--- src/rtl/irq_pkg.sv ---
package irq_pkg;
  localparam int DATA_W = 16;
  localparam int PADDR_W = 20;
  localparam int TYPE_W = 8;
  localparam int IF_BIT = 9;
  localparam int TF_BIT = 8;
  localparam logic [TYPE_W-1:0] TRAP_TYPE = 8'd1;
  localparam logic [TYPE_W-1:0] NMI_TYPE = 8'd2;

  typedef enum logic [1:0] {
    SRC_SW   = 2'd0,
    SRC_NMI  = 2'd1,
    SRC_INTR = 2'd2,
    SRC_TRAP = 2'd3
  } irq_src_e;

  typedef enum logic [2:0] {
    ST_IDLE = 3'd0,
    ST_PSHF = 3'd1,
    ST_PSHC = 3'd2,
    ST_PSHI = 3'd3,
    ST_RDIP = 3'd4,
    ST_RDCS = 3'd5,
    ST_DONE = 3'd6
  } entry_st_e;
endpackage

--- src/rtl/irq_nmi_edge.sv ---
module irq_nmi_edge (
  input  logic clk,
  input  logic rst_n,
  input  logic nmi_in,
  input  logic take,
  output logic pend
);
  logic nmi_q;
  logic pend_q;
  logic pend_d;
  logic rise;

  assign rise   = nmi_in & ~nmi_q;
  assign pend_d = rise | (pend_q & ~take);

  always_ff @(posedge clk or negedge rst_n) begin
    if (!rst_n) begin
      nmi_q  <= 1'b0;
      pend_q <= 1'b0;
    end else begin
      nmi_q  <= nmi_in;
      pend_q <= pend_d;
    end
  end

  assign pend = pend_q;
endmodule

--- src/rtl/irq_prio_arb.sv ---
module irq_prio_arb
  import irq_pkg::*;
(
  input  logic              sw_req,
  input  logic [TYPE_W-1:0] sw_type,
  input  logic              nmi_pend,
  input  logic              intr_req,
  input  logic [TYPE_W-1:0] intr_type,
  input  logic              if_en,
  input  logic              tf_en,
  output logic              win_valid,
  output irq_src_e          win_src,
  output logic [TYPE_W-1:0] win_type
);
  always_comb begin
    win_valid = 1'b1;
    win_src   = SRC_SW;
    win_type  = sw_type;
    if (sw_req) begin
      win_src  = SRC_SW;
      win_type = sw_type;
    end else if (nmi_pend) begin
      win_src  = SRC_NMI;
      win_type = NMI_TYPE;
    end else if (intr_req && if_en) begin
      win_src  = SRC_INTR;
      win_type = intr_type;
    end else if (tf_en) begin
      win_src  = SRC_TRAP;
      win_type = TRAP_TYPE;
    end else begin
      win_valid = 1'b0;
    end
  end
endmodule

--- src/rtl/irq_entry_fsm.sv ---
module irq_entry_fsm
  import irq_pkg::*;
#(
  parameter logic [PADDR_W-1:0] VEC_BASE = '0
) (
  input  logic               clk,
  input  logic               rst_n,
  input  logic               accept,
  input  logic [TYPE_W-1:0]  acc_type,
  input  logic [DATA_W-1:0]  flags_in,
  input  logic [DATA_W-1:0]  cs_in,
  input  logic [DATA_W-1:0]  ip_in,
  input  logic [DATA_W-1:0]  ss_in,
  input  logic [DATA_W-1:0]  sp_in,
  input  logic               mem_ack,
  input  logic [DATA_W-1:0]  mem_rdata,
  output logic               mem_req,
  output logic               mem_we,
  output logic [PADDR_W-1:0] mem_addr,
  output logic [DATA_W-1:0]  mem_wdata,
  output logic               clr_flags,
  output logic [DATA_W-1:0]  new_flags,
  output logic               busy,
  output logic               done,
  output logic [DATA_W-1:0]  new_ip,
  output logic [DATA_W-1:0]  new_cs,
  output logic [DATA_W-1:0]  new_sp
);
  localparam logic [DATA_W-1:0] CLR_MASK = DATA_W'((1 << IF_BIT) | (1 << TF_BIT));
  localparam int SEG_SH = PADDR_W - DATA_W;

  entry_st_e st_q, st_d;
  logic [TYPE_W-1:0] typ_q;
  logic [DATA_W-1:0] fl_q, cs_q, ip_q, ss_q, sp_q, sp_d;
  logic [DATA_W-1:0] nip_q, ncs_q;
  logic cap_en, ip_en, cs_en, sp_en;

  logic [PADDR_W-1:0] stk_addr;
  logic [PADDR_W-1:0] vec_addr;

  assign stk_addr = {ss_q, {SEG_SH{1'b0}}} + {{SEG_SH{1'b0}}, sp_q};
  assign vec_addr = VEC_BASE + {{(PADDR_W-TYPE_W-2){1'b0}}, typ_q, 2'b00};

  // next state
  always_comb begin
    st_d   = st_q;
    cap_en = 1'b0;
    ip_en  = 1'b0;
    cs_en  = 1'b0;
    sp_en  = 1'b0;
    sp_d   = sp_q - DATA_W'(2);
    unique case (st_q)
      ST_IDLE: if (accept) begin
        st_d   = ST_PSHF;
        cap_en = 1'b1;
        sp_en  = 1'b1;
        sp_d   = sp_in - DATA_W'(2);
      end
      ST_PSHF: if (mem_ack) begin
        st_d  = ST_PSHC;
        sp_en = 1'b1;
      end
      ST_PSHC: if (mem_ack) begin
        st_d  = ST_PSHI;
        sp_en = 1'b1;
      end
      ST_PSHI: if (mem_ack) st_d = ST_RDIP;
      ST_RDIP: if (mem_ack) begin
        st_d  = ST_RDCS;
        ip_en = 1'b1;
      end
      ST_RDCS: if (mem_ack) begin
        st_d  = ST_DONE;
        cs_en = 1'b1;
      end
      ST_DONE: st_d = ST_IDLE;
      default: st_d = ST_IDLE;
    endcase
  end

  // registers
  always_ff @(posedge clk or negedge rst_n) begin
    if (!rst_n) begin
      st_q  <= ST_IDLE;
      typ_q <= '0;
      fl_q  <= '0;
      cs_q  <= '0;
      ip_q  <= '0;
      ss_q  <= '0;
      sp_q  <= '0;
      nip_q <= '0;
      ncs_q <= '0;
    end else begin
      st_q <= st_d;
      if (cap_en) begin
        typ_q <= acc_type;
        fl_q  <= flags_in;
        cs_q  <= cs_in;
        ip_q  <= ip_in;
        ss_q  <= ss_in;
      end
      if (sp_en) sp_q <= sp_d;
      if (ip_en) nip_q <= mem_rdata;
      if (cs_en) ncs_q <= mem_rdata;
    end
  end

  // outputs
  always_comb begin
    mem_req   = 1'b0;
    mem_we    = 1'b0;
    mem_addr  = stk_addr;
    mem_wdata = fl_q;
    unique case (st_q)
      ST_PSHF: begin mem_req = 1'b1; mem_we = 1'b1; mem_wdata = fl_q; end
      ST_PSHC: begin mem_req = 1'b1; mem_we = 1'b1; mem_wdata = cs_q; end
      ST_PSHI: begin mem_req = 1'b1; mem_we = 1'b1; mem_wdata = ip_q; end
      ST_RDIP: begin mem_req = 1'b1; mem_addr = vec_addr; end
      ST_RDCS: begin mem_req = 1'b1; mem_addr = vec_addr + PADDR_W'(2); end
      default: ;
    endcase
  end

  assign clr_flags = (st_q == ST_PSHF) && mem_ack;
  assign new_flags = fl_q & ~CLR_MASK;
  assign busy      = (st_q != ST_IDLE);
  assign done      = (st_q == ST_DONE);
  assign new_ip    = nip_q;
  assign new_cs    = ncs_q;
  assign new_sp    = sp_q;
endmodule

--- src/rtl/irq_entry_seq.sv ---
module irq_entry_seq
  import irq_pkg::*;
#(
  parameter logic [19:0] VEC_BASE = 20'h00000
) (
  input  logic        clk,
  input  logic        rst_n,
  input  logic        boundary,
  input  logic        sw_req,
  input  logic [7:0]  sw_type,
  input  logic        nmi_in,
  input  logic        intr_req,
  input  logic [7:0]  intr_type,
  output logic        intr_ack,
  input  logic [15:0] flags_in,
  input  logic [15:0] cs_in,
  input  logic [15:0] ip_in,
  input  logic [15:0] ss_in,
  input  logic [15:0] sp_in,
  output logic        mem_req,
  output logic        mem_we,
  output logic [19:0] mem_addr,
  output logic [15:0] mem_wdata,
  input  logic        mem_ack,
  input  logic [15:0] mem_rdata,
  output logic        clr_flags,
  output logic [15:0] new_flags,
  output logic        busy,
  output logic        done,
  output logic [15:0] new_ip,
  output logic [15:0] new_cs,
  output logic [15:0] new_sp
);
  logic nmi_pend;
  logic win_valid;
  irq_src_e win_src;
  logic [TYPE_W-1:0] win_type;
  logic accept;
  logic nmi_take;

  assign accept   = boundary && win_valid && !busy;
  assign nmi_take = accept && (win_src == SRC_NMI);
  assign intr_ack = accept && (win_src == SRC_INTR);

  irq_nmi_edge u_nmi (
    .clk    (clk),
    .rst_n  (rst_n),
    .nmi_in (nmi_in),
    .take   (nmi_take),
    .pend   (nmi_pend)
  );

  irq_prio_arb u_arb (
    .sw_req    (sw_req),
    .sw_type   (sw_type),
    .nmi_pend  (nmi_pend),
    .intr_req  (intr_req),
    .intr_type (intr_type),
    .if_en     (flags_in[IF_BIT]),
    .tf_en     (flags_in[TF_BIT]),
    .win_valid (win_valid),
    .win_src   (win_src),
    .win_type  (win_type)
  );

  irq_entry_fsm #(.VEC_BASE(VEC_BASE)) u_fsm (
    .clk       (clk),
    .rst_n     (rst_n),
    .accept    (accept),
    .acc_type  (win_type),
    .flags_in  (flags_in),
    .cs_in     (cs_in),
    .ip_in     (ip_in),
    .ss_in     (ss_in),
    .sp_in     (sp_in),
    .mem_ack   (mem_ack),
    .mem_rdata (mem_rdata),
    .mem_req   (mem_req),
    .mem_we    (mem_we),
    .mem_addr  (mem_addr),
    .mem_wdata (mem_wdata),
    .clr_flags (clr_flags),
    .new_flags (new_flags),
    .busy      (busy),
    .done      (done),
    .new_ip    (new_ip),
    .new_cs    (new_cs),
    .new_sp    (new_sp)
  );
endmodule

--- config.mk ---
export PLATFORM = sky130hd
export DESIGN_NAME = irq_entry_seq
export DESIGN_NICKNAME = d
export VERILOG_FILES = /design/src/rtl/irq_pkg.sv /design/src/rtl/irq_nmi_edge.sv /design/src/rtl/irq_prio_arb.sv /design/src/rtl/irq_entry_fsm.sv /design/src/rtl/irq_entry_seq.sv
export SDC_FILE = /design/constraint.sdc
export NUM_CORES = 1
export LEC_CHECK = 0
export BUFFER_PORTS_ARGS = -buffer_cell sky130_fd_sc_hd__buf_2
export CAP_MARGIN = 0
export CELL_PAD_IN_SITES_DETAIL_PLACEMENT = 1
export CELL_PAD_IN_SITES_GLOBAL_PLACEMENT = 1
export CORE_UTILIZATION = 37
export CTS_BUF_LIST = sky130_fd_sc_hd__clkbuf_16
export DETAILED_ROUTE_END_ITERATION = 10
export PLACE_DENSITY_LB_ADDON = 0.1
export SETUP_SLACK_MARGIN = 0.1
export SYNTH_ARGS = -nofsm -noshare
export SYNTH_HDL_FRONTEND = slang
export SYNTH_HIERARCHICAL = 1
export SYNTH_SLANG_ARGS = --single-unit
--- constraint.sdc ---
create_clock -name clk -period 3.3 [get_ports clk]
set_clock_uncertainty 0.2 [all_clocks]
set_input_delay 0.33 -clock clk [delete_from_list [all_inputs] [get_ports clk]]
set_output_delay 0.33 -clock clk [all_outputs]
set_load 0.03 [all_outputs]
== After elaboration in Yosys (flattened, before gate mapping) ==
Cells that the tools add are included.

* Multiplexer cells: 31
* Div/mod/pow operators: 0
* Shift-type cells: 0
* $lt $le $gt $ge: 0
* Multipliers: 0
* Reductions and logical operators: 13
* Add/sub/neg operators: 4
* Equality and inequality tests: 14
* Bitwise gates (word level): 5

{| class="wikitable"
|+ Operators with widths
! cell !! number
|-
| $pmux W20 S2 || 1
|-
| $mux W16 || 2
|-
| $mux W8 || 4
|-
| $pmux W16 S2 || 1
|-
| $sub A16 B2 Y16 const B || 2
|-
| $add A20 B16 Y20 || 1
|-
| $mux W3 || 6
|-
| $pmux W3 S6 || 1
|-
| $ne A2 B2 Y1 const B || 6
|-
| $add A10 B2 Y11 const B || 1
|-
| $mux W1 || 11
|-
| $eq A3 B3 Y1 const B || 3
|-
| $mux W2 || 4
|-
| $eq A3 B2 Y1 const B || 2
|-
| $logic_and A1 B1 Y1 || 6
|-
| $reduce_and A6 Y1 || 1
|-
| $reduce_or A5 Y1 || 1
|-
| $eq A3 B1 Y1 const B || 1
|-
| $logic_not A3 Y1 || 1
|-
| $reduce_bool A3 Y1 || 1
|-
| $reduce_or A3 Y1 || 1
|-
| $and A1 B1 Y1 || 2
|-
| $eq A2 B1 Y1 const B || 1
|-
| $eq A2 B2 Y1 const B || 1
|-
| 5 further kinds || 6
|}

* Output and inout bits: 106
* Input bits: 119
* Memory bits (read-only): 0
* Latch bits: 0
* Logic and storage cells: 78
* Memory bits (writable): 0
* Memories: 0
* Flip-flop bits (word level): 125

== Logic depth before layout (Yosys ltp) ==
* Word-level depth: 10
* Mapped depth: 11
* Depth with buffers taken out: 8

== By module ==
The synthesis kept the hierarchy.

{| class="wikitable"
|+ By module, submodules not included
! module !! area an instance (sq um) !! times used !! seq. area each (sq um) !! cells an instance
|-
| irq_entry_fsm || 6451.2 || 1 || 3078.0 || 721
|-
| irq_prio_arb || 155.1 || 1 || 0.0 || 23
|-
| irq_nmi_edge || 70.1 || 1 || 50.0 || 5
|-
| irq_entry_seq || 48.8 || 1 || 0.0 || 4
|}

== Worst setup path after synthesis ==
No wires, ideal clock.

* Kind: register to output
* Start point: register u_fsm.sp_q[4], in the netlist u_fsm/new_sp[4]
* End point: output port mem_addr[18]
* Cell stages (with the launch flop): 8
* Data arrival time: 2.663 ns
* Required time: 2.770 ns
* Path buffers: 0
* Path slack: 0.107 ns
* Path through: dfrtp_1 -> ha_1 -> fa_1 -> a211oi_1 -> o21ai_1 -> a221oi_1 -> o21ai_0 -> a21oi_1

* Word-level cells in the longest chain between the ends: 2

{| class="wikitable"
|+ Ends and longest elaborated chain
! what !! line !! source
|-
| from (decl) || irq_entry_fsm.sv:34 || <nowiki>logic [DATA_W-1:0] fl_q, cs_q, ip_q, ss_q, sp_q, sp_d;</nowiki>
|-
| from (signal assigned) || irq_entry_fsm.sv:102 || <nowiki>if (sp_en) sp_q <= sp_d;</nowiki>
|-
| $add A20 B16 Y20 || irq_entry_fsm.sv:41 || <nowiki>assign stk_addr = {ss_q, {SEG_SH{1'b0}}} + {{SEG_SH{1'b0}}, sp_q};</nowiki>
|-
| $pmux W20 S2 || irq_entry_fsm.sv:114 || <nowiki>unique case (st_q)</nowiki>
|-
| to (decl) || irq_entry_seq.sv:22 || <nowiki>output logic [19:0] mem_addr,</nowiki>
|}

Every way passes these cells.

== Final worst setup path ==
* Start point: register u_fsm.sp_q[4], in the netlist u_fsm/new_sp[4]
* End point: output port mem_addr[16]

The elaborated chain is that of the path after synthesis.

==> reports/metrics.csv <==
stage,metric,value,unit
cells_and_area,register area,0.00313,sq mm
setup_path,category of the worst setup path launch point,flop,
sta,actual slew at the worst max-slew pin,0.985,ns
sta,post-layout min period,3.15,ns
detailed_routing,1st-pass router iterations,4,
setup_path,critical path type,reg2out,
worst_hold_path,critical hold path startpoint,sp_in[14],
detailed_routing,vias after detailed routing,6488,
floorplan,Die Outline Area,0.0187,sq mm
clock_network,post-CTS clock slew at the launch and capture registers of the worst setup and hold paths,0.06,ns
synthesis,share of synthesized registers carrying an async set or reset,100,%
worst_hold_path,class of the tightest hold or removal check,in2reg,
global_routing,antenna violations before repair,3,
global_routing,GRT Residual Overflow,0,
detailed_routing,count of unresolved DRC violations after routing,0,
clock_network,CTS tree,built,
synthesis,instance count of the mapped netlist,753,
outcome,status,"complete, no violations",
detailed_routing,average wire length per cell after detail routing,17.5,um
global_routing,via count of the first global-routing pass,7035,
power_and_ir_drop,Pwr per Cell Area,1070,mW/mm^2
worst_hold_path,worst hold path cell count,3,
floorplan,top-level port count,225,
sta,"Setup violations, final",0,
sta,highest attainable clock frequency,0.318,GHz
detailed_routing,antenna-violating nets left,0,
global_routing,first-pass GRT wire length,35100,um
sta,Final period util,95.3,%
cells_and_area,area used by multi-input combinational logic,0.00335,sq mm
power_and_ir_drop,maximum ir drop on the vdd rail,668,uV
setup_path,reg2reg start,u_fsm/st_q[1],
power_and_ir_drop,total power,0.0101,W
sta,Hold Fails Final Rpt,0,
synthesis,"Avg Cell Area, Syn",8.93,sq um
setup_path,Crit path required time,2.77,ns
clock_network,number of H-tree levels,4,
cells_and_area,final net count,1175,
power_and_ir_drop,Leak Pwr,4.87,nW
setup_path,Crit path arrival time,2.62,ns
synthesis,flip-flop and latch count after synthesis,125,
clock_network,source-to-sink clock delay at the later pin of the worst-skew pair,0.41,ns
run,max-capacitance violation count,0,
setup_path,Crit. End Element,primary output,
synthesis,netlist area before placement,0.00673,sq mm
synthesis,commonest register cell after synthesis,dfrtp_1,
synthesis,Yosys top cell area share,46.5,%
setup_path,length in cells of the worst reg-to-reg path,8,
floorplan,starting density of the core,38.3,%
cells_and_area,count of fill cells added during filler insertion,2069,
place,weighted congestion reported at the end of routability-driven placement,0.850,
synthesis,most frequent cells after synthesis,"nand2_1, dfrtp_1, o21ai_0",
floorplan,overall die width,137,um
synthesis,cell type with the highest aggregate area in the netlist,dfrtp_1,
sta,Max-slew headroom,34.2,%
cells_and_area,area growth from synthesis to final layout,41.0,%
synthesis,Yosys warning count,6,
setup_path,R2R Setup Slk,0.63,ns
sta,unrepaired setup endpoints after global routing,yes,
synthesis,share of synthesized area occupied by flip-flops and latches,46.5,%
clock_network,master cell of the clock root buffer,clkbuf_16,
clock_network,clock buffers created by TritonCTS,17,
clock_network,Sink Count,125,
global_routing,global router's overall resource usage,24.5,%
synthesis,number of distinct library cell variants in the gate-level netlist after synthesis,64,
global_routing,pin count of the biggest net entering global routing,56,
setup_path,maximum net fanout on the critical path,3,
floorplan,area of the core,0.0175,sq mm
clock_network,maximum buffer depth of the clock tree,2,
place,post-detailed-placement half-perimeter wirelength,15700,um
sta,fin. max-slew vios,0,
synthesis,main area contributors after synthesis,"dfrtp_1, nand2_1, mux2_1",
detailed_routing,violation count after the first detailed-route iteration,209,
sta,aggregate negative setup slack,0,ns
detailed_routing,average via count per standard cell,5.06,
detailed_routing,Final Routed Wirelength,22500,um
floorplan,height of the die,137,um
cells_and_area,fraction of final layout cells sized beyond drive strength 1,28.2,%
place,number of input and output port buffers inserted,222,
worst_hold_path,destination of the worst hold path,u_fsm/new_sp[14],
setup_path,Reg2Reg Capture Point,u_fsm/new_sp[15],
floorplan,number of cell rows,48,
synthesis,"count leader, synth",nand2_1,
synthesis,number of enable flip-flop cells after synthesis,0,
-- cell usage in the layout, fill, tap and decap left out, types with 4 or more instances in the layout --
master / synthesis / layout
o211ai_1: 5 / 5
clkbuf_16: 0 / 17
nor2_1: 28 / 26
a21oi_1: 15 / 15
inv_1: 8 / 9
nand4_1: 5 / 5
and2_1: 5 / 4
xor2_1: 16 / 16
ha_1: 14 / 10
xnor2_1: 10 / 10
nand2_1: 270 / 269
nor2b_1: 5 / 5
buf_2: 12 / 217
buf_4: 18 / 17
o21ai_0: 35 / 34
nand3_1: 11 / 11
dlygate4sd3_1: 0 / 82
mux2_1: 32 / 32
dfrtp_1: 125 / 125
nor4_1: 6 / 6
a21o_1: 6 / 6
a22o_1: 7 / 7
nor3_1: 12 / 11
mux2i_1: 22 / 22
o21ai_1: 8 / 8
nand2b_1: 7 / 7
-- stage by stage --
step | std cells | utilization (%) | hold slack (ns) | cell area, sq um | setup slack (ns)
5_1_grt | 1282 | 54.1 | 0.0393 | 9480 | 0.0400
3_3_place_gp | 1162 | 45.5 | 0.122 | 7980 | 0.230
4_1_cts | 1278 | 53.7 | 0.0132 | 9420 | 0.0600
2_1_floorplan | 754 | - | -0.166 | 6730 | 0.107
3_5_place_dp | 1162 | 45.5 | 0.139 | 7980 | 0.157
6_report | 1282 | 54.1 | 0.0310 | 9480 | 0.154
-- final cells by class --
| class | instances | share of cell area [%] |
|---|---|---|
| inverters | 9 | 0.356 |
| well taps | 225 | 2.97 |
| multi-input cells | 568 | 35.4 |
| clock buffers | 17 | 4.49 |
| clock inverters | 15 | 1.57 |
| diodes | 3 | 0.0792 |
| repair buffers | 320 | 22.2 |
| flip-flops and latches | 125 | 33.0 |
-- routing by layer --
metal,global-route usage (%),share of wire [%]
met1,28.3,42
met2,44.4,52
met3,5.93,5.1
met4,7.51,1.5
met5,0,0
-- worst max path at each step --
stage                                 from            to  slack (ns)  cells past startpoint
after floorplan            u_fsm/new_sp[4]  mem_addr[18]        0.11                      7
after global placement     u_fsm/new_sp[4]  mem_addr[18]        0.23                      8
after detailed placement   u_fsm/new_sp[4]  mem_addr[18]        0.16                      8
after CTS                 u_fsm/new_sp[11]  mem_addr[18]        0.06                      8
after global routing      u_fsm/new_sp[10]  mem_addr[18]        0.04                      8
final                      u_fsm/new_sp[4]  mem_addr[16]        0.15                      9
-- cell families (layout without fill, tap and decap cells) --
family | after synthesis | count (layout) | synth area share, %
and+or+nand+nor | 369 | 369 | 23.9
other | 1 | 5 | 0.0558
buffers and inverters | 61 | 361 | 4.86
DFF | 125 | 125 | 46.5
muxes | 54 | 54 | 8.63
AOI/OAI and AO/OA | 101 | 101 | 9.54
xor gates and xnor gates | 27 | 27 | 3.63
adders and majority gates | 15 | 15 | 2.90
-- worst max-delay path: stages (launching register included) --
cell,delay (ns)
dfrtp_1,0.40
ha_2,0.21
fa_2,0.39
a211oi_4,0.28
o21ai_2,0.09
a221oi_2,0.28
buf_4,0.17
xor2_1,0.16
nor2_1,0.06
buf_4,0.17
-- where the power goes --
group          switching [W]  internal, W
clock               0.000721      0.00111
sequential          0.000538      0.00221
combinational        0.00370      0.00185
-- repair_timing --
| action | in CTS | in global routing |
|---|---|---|
| hold endpoints to repair | 133 | 0 |
| hold buffers | 82 | 0 |
| endpoints found under the setup margin | 6 | 7 |
| setup buffers | 2 | 1 |
| gates resized for setup | 7 | 14 |
| pin swaps | 4 | 2 |
-- sequential cells by signal, indices dropped and copies added, names as in the netlist, 3 cells and up --
| register | count |
|---|---|
| u_fsm/cs_q | 16 |
| u_fsm/fl_q | 16 |
| u_fsm/ip_q | 16 |
| u_fsm/new_cs | 16 |
| u_fsm/new_ip | 16 |
| u_fsm/new_sp | 16 |
| u_fsm/ss_q | 16 |
| u_fsm/typ_q | 8 |
| u_fsm/st_q | 3 |
No activity file was read; power rests on OpenSTA's default activity.
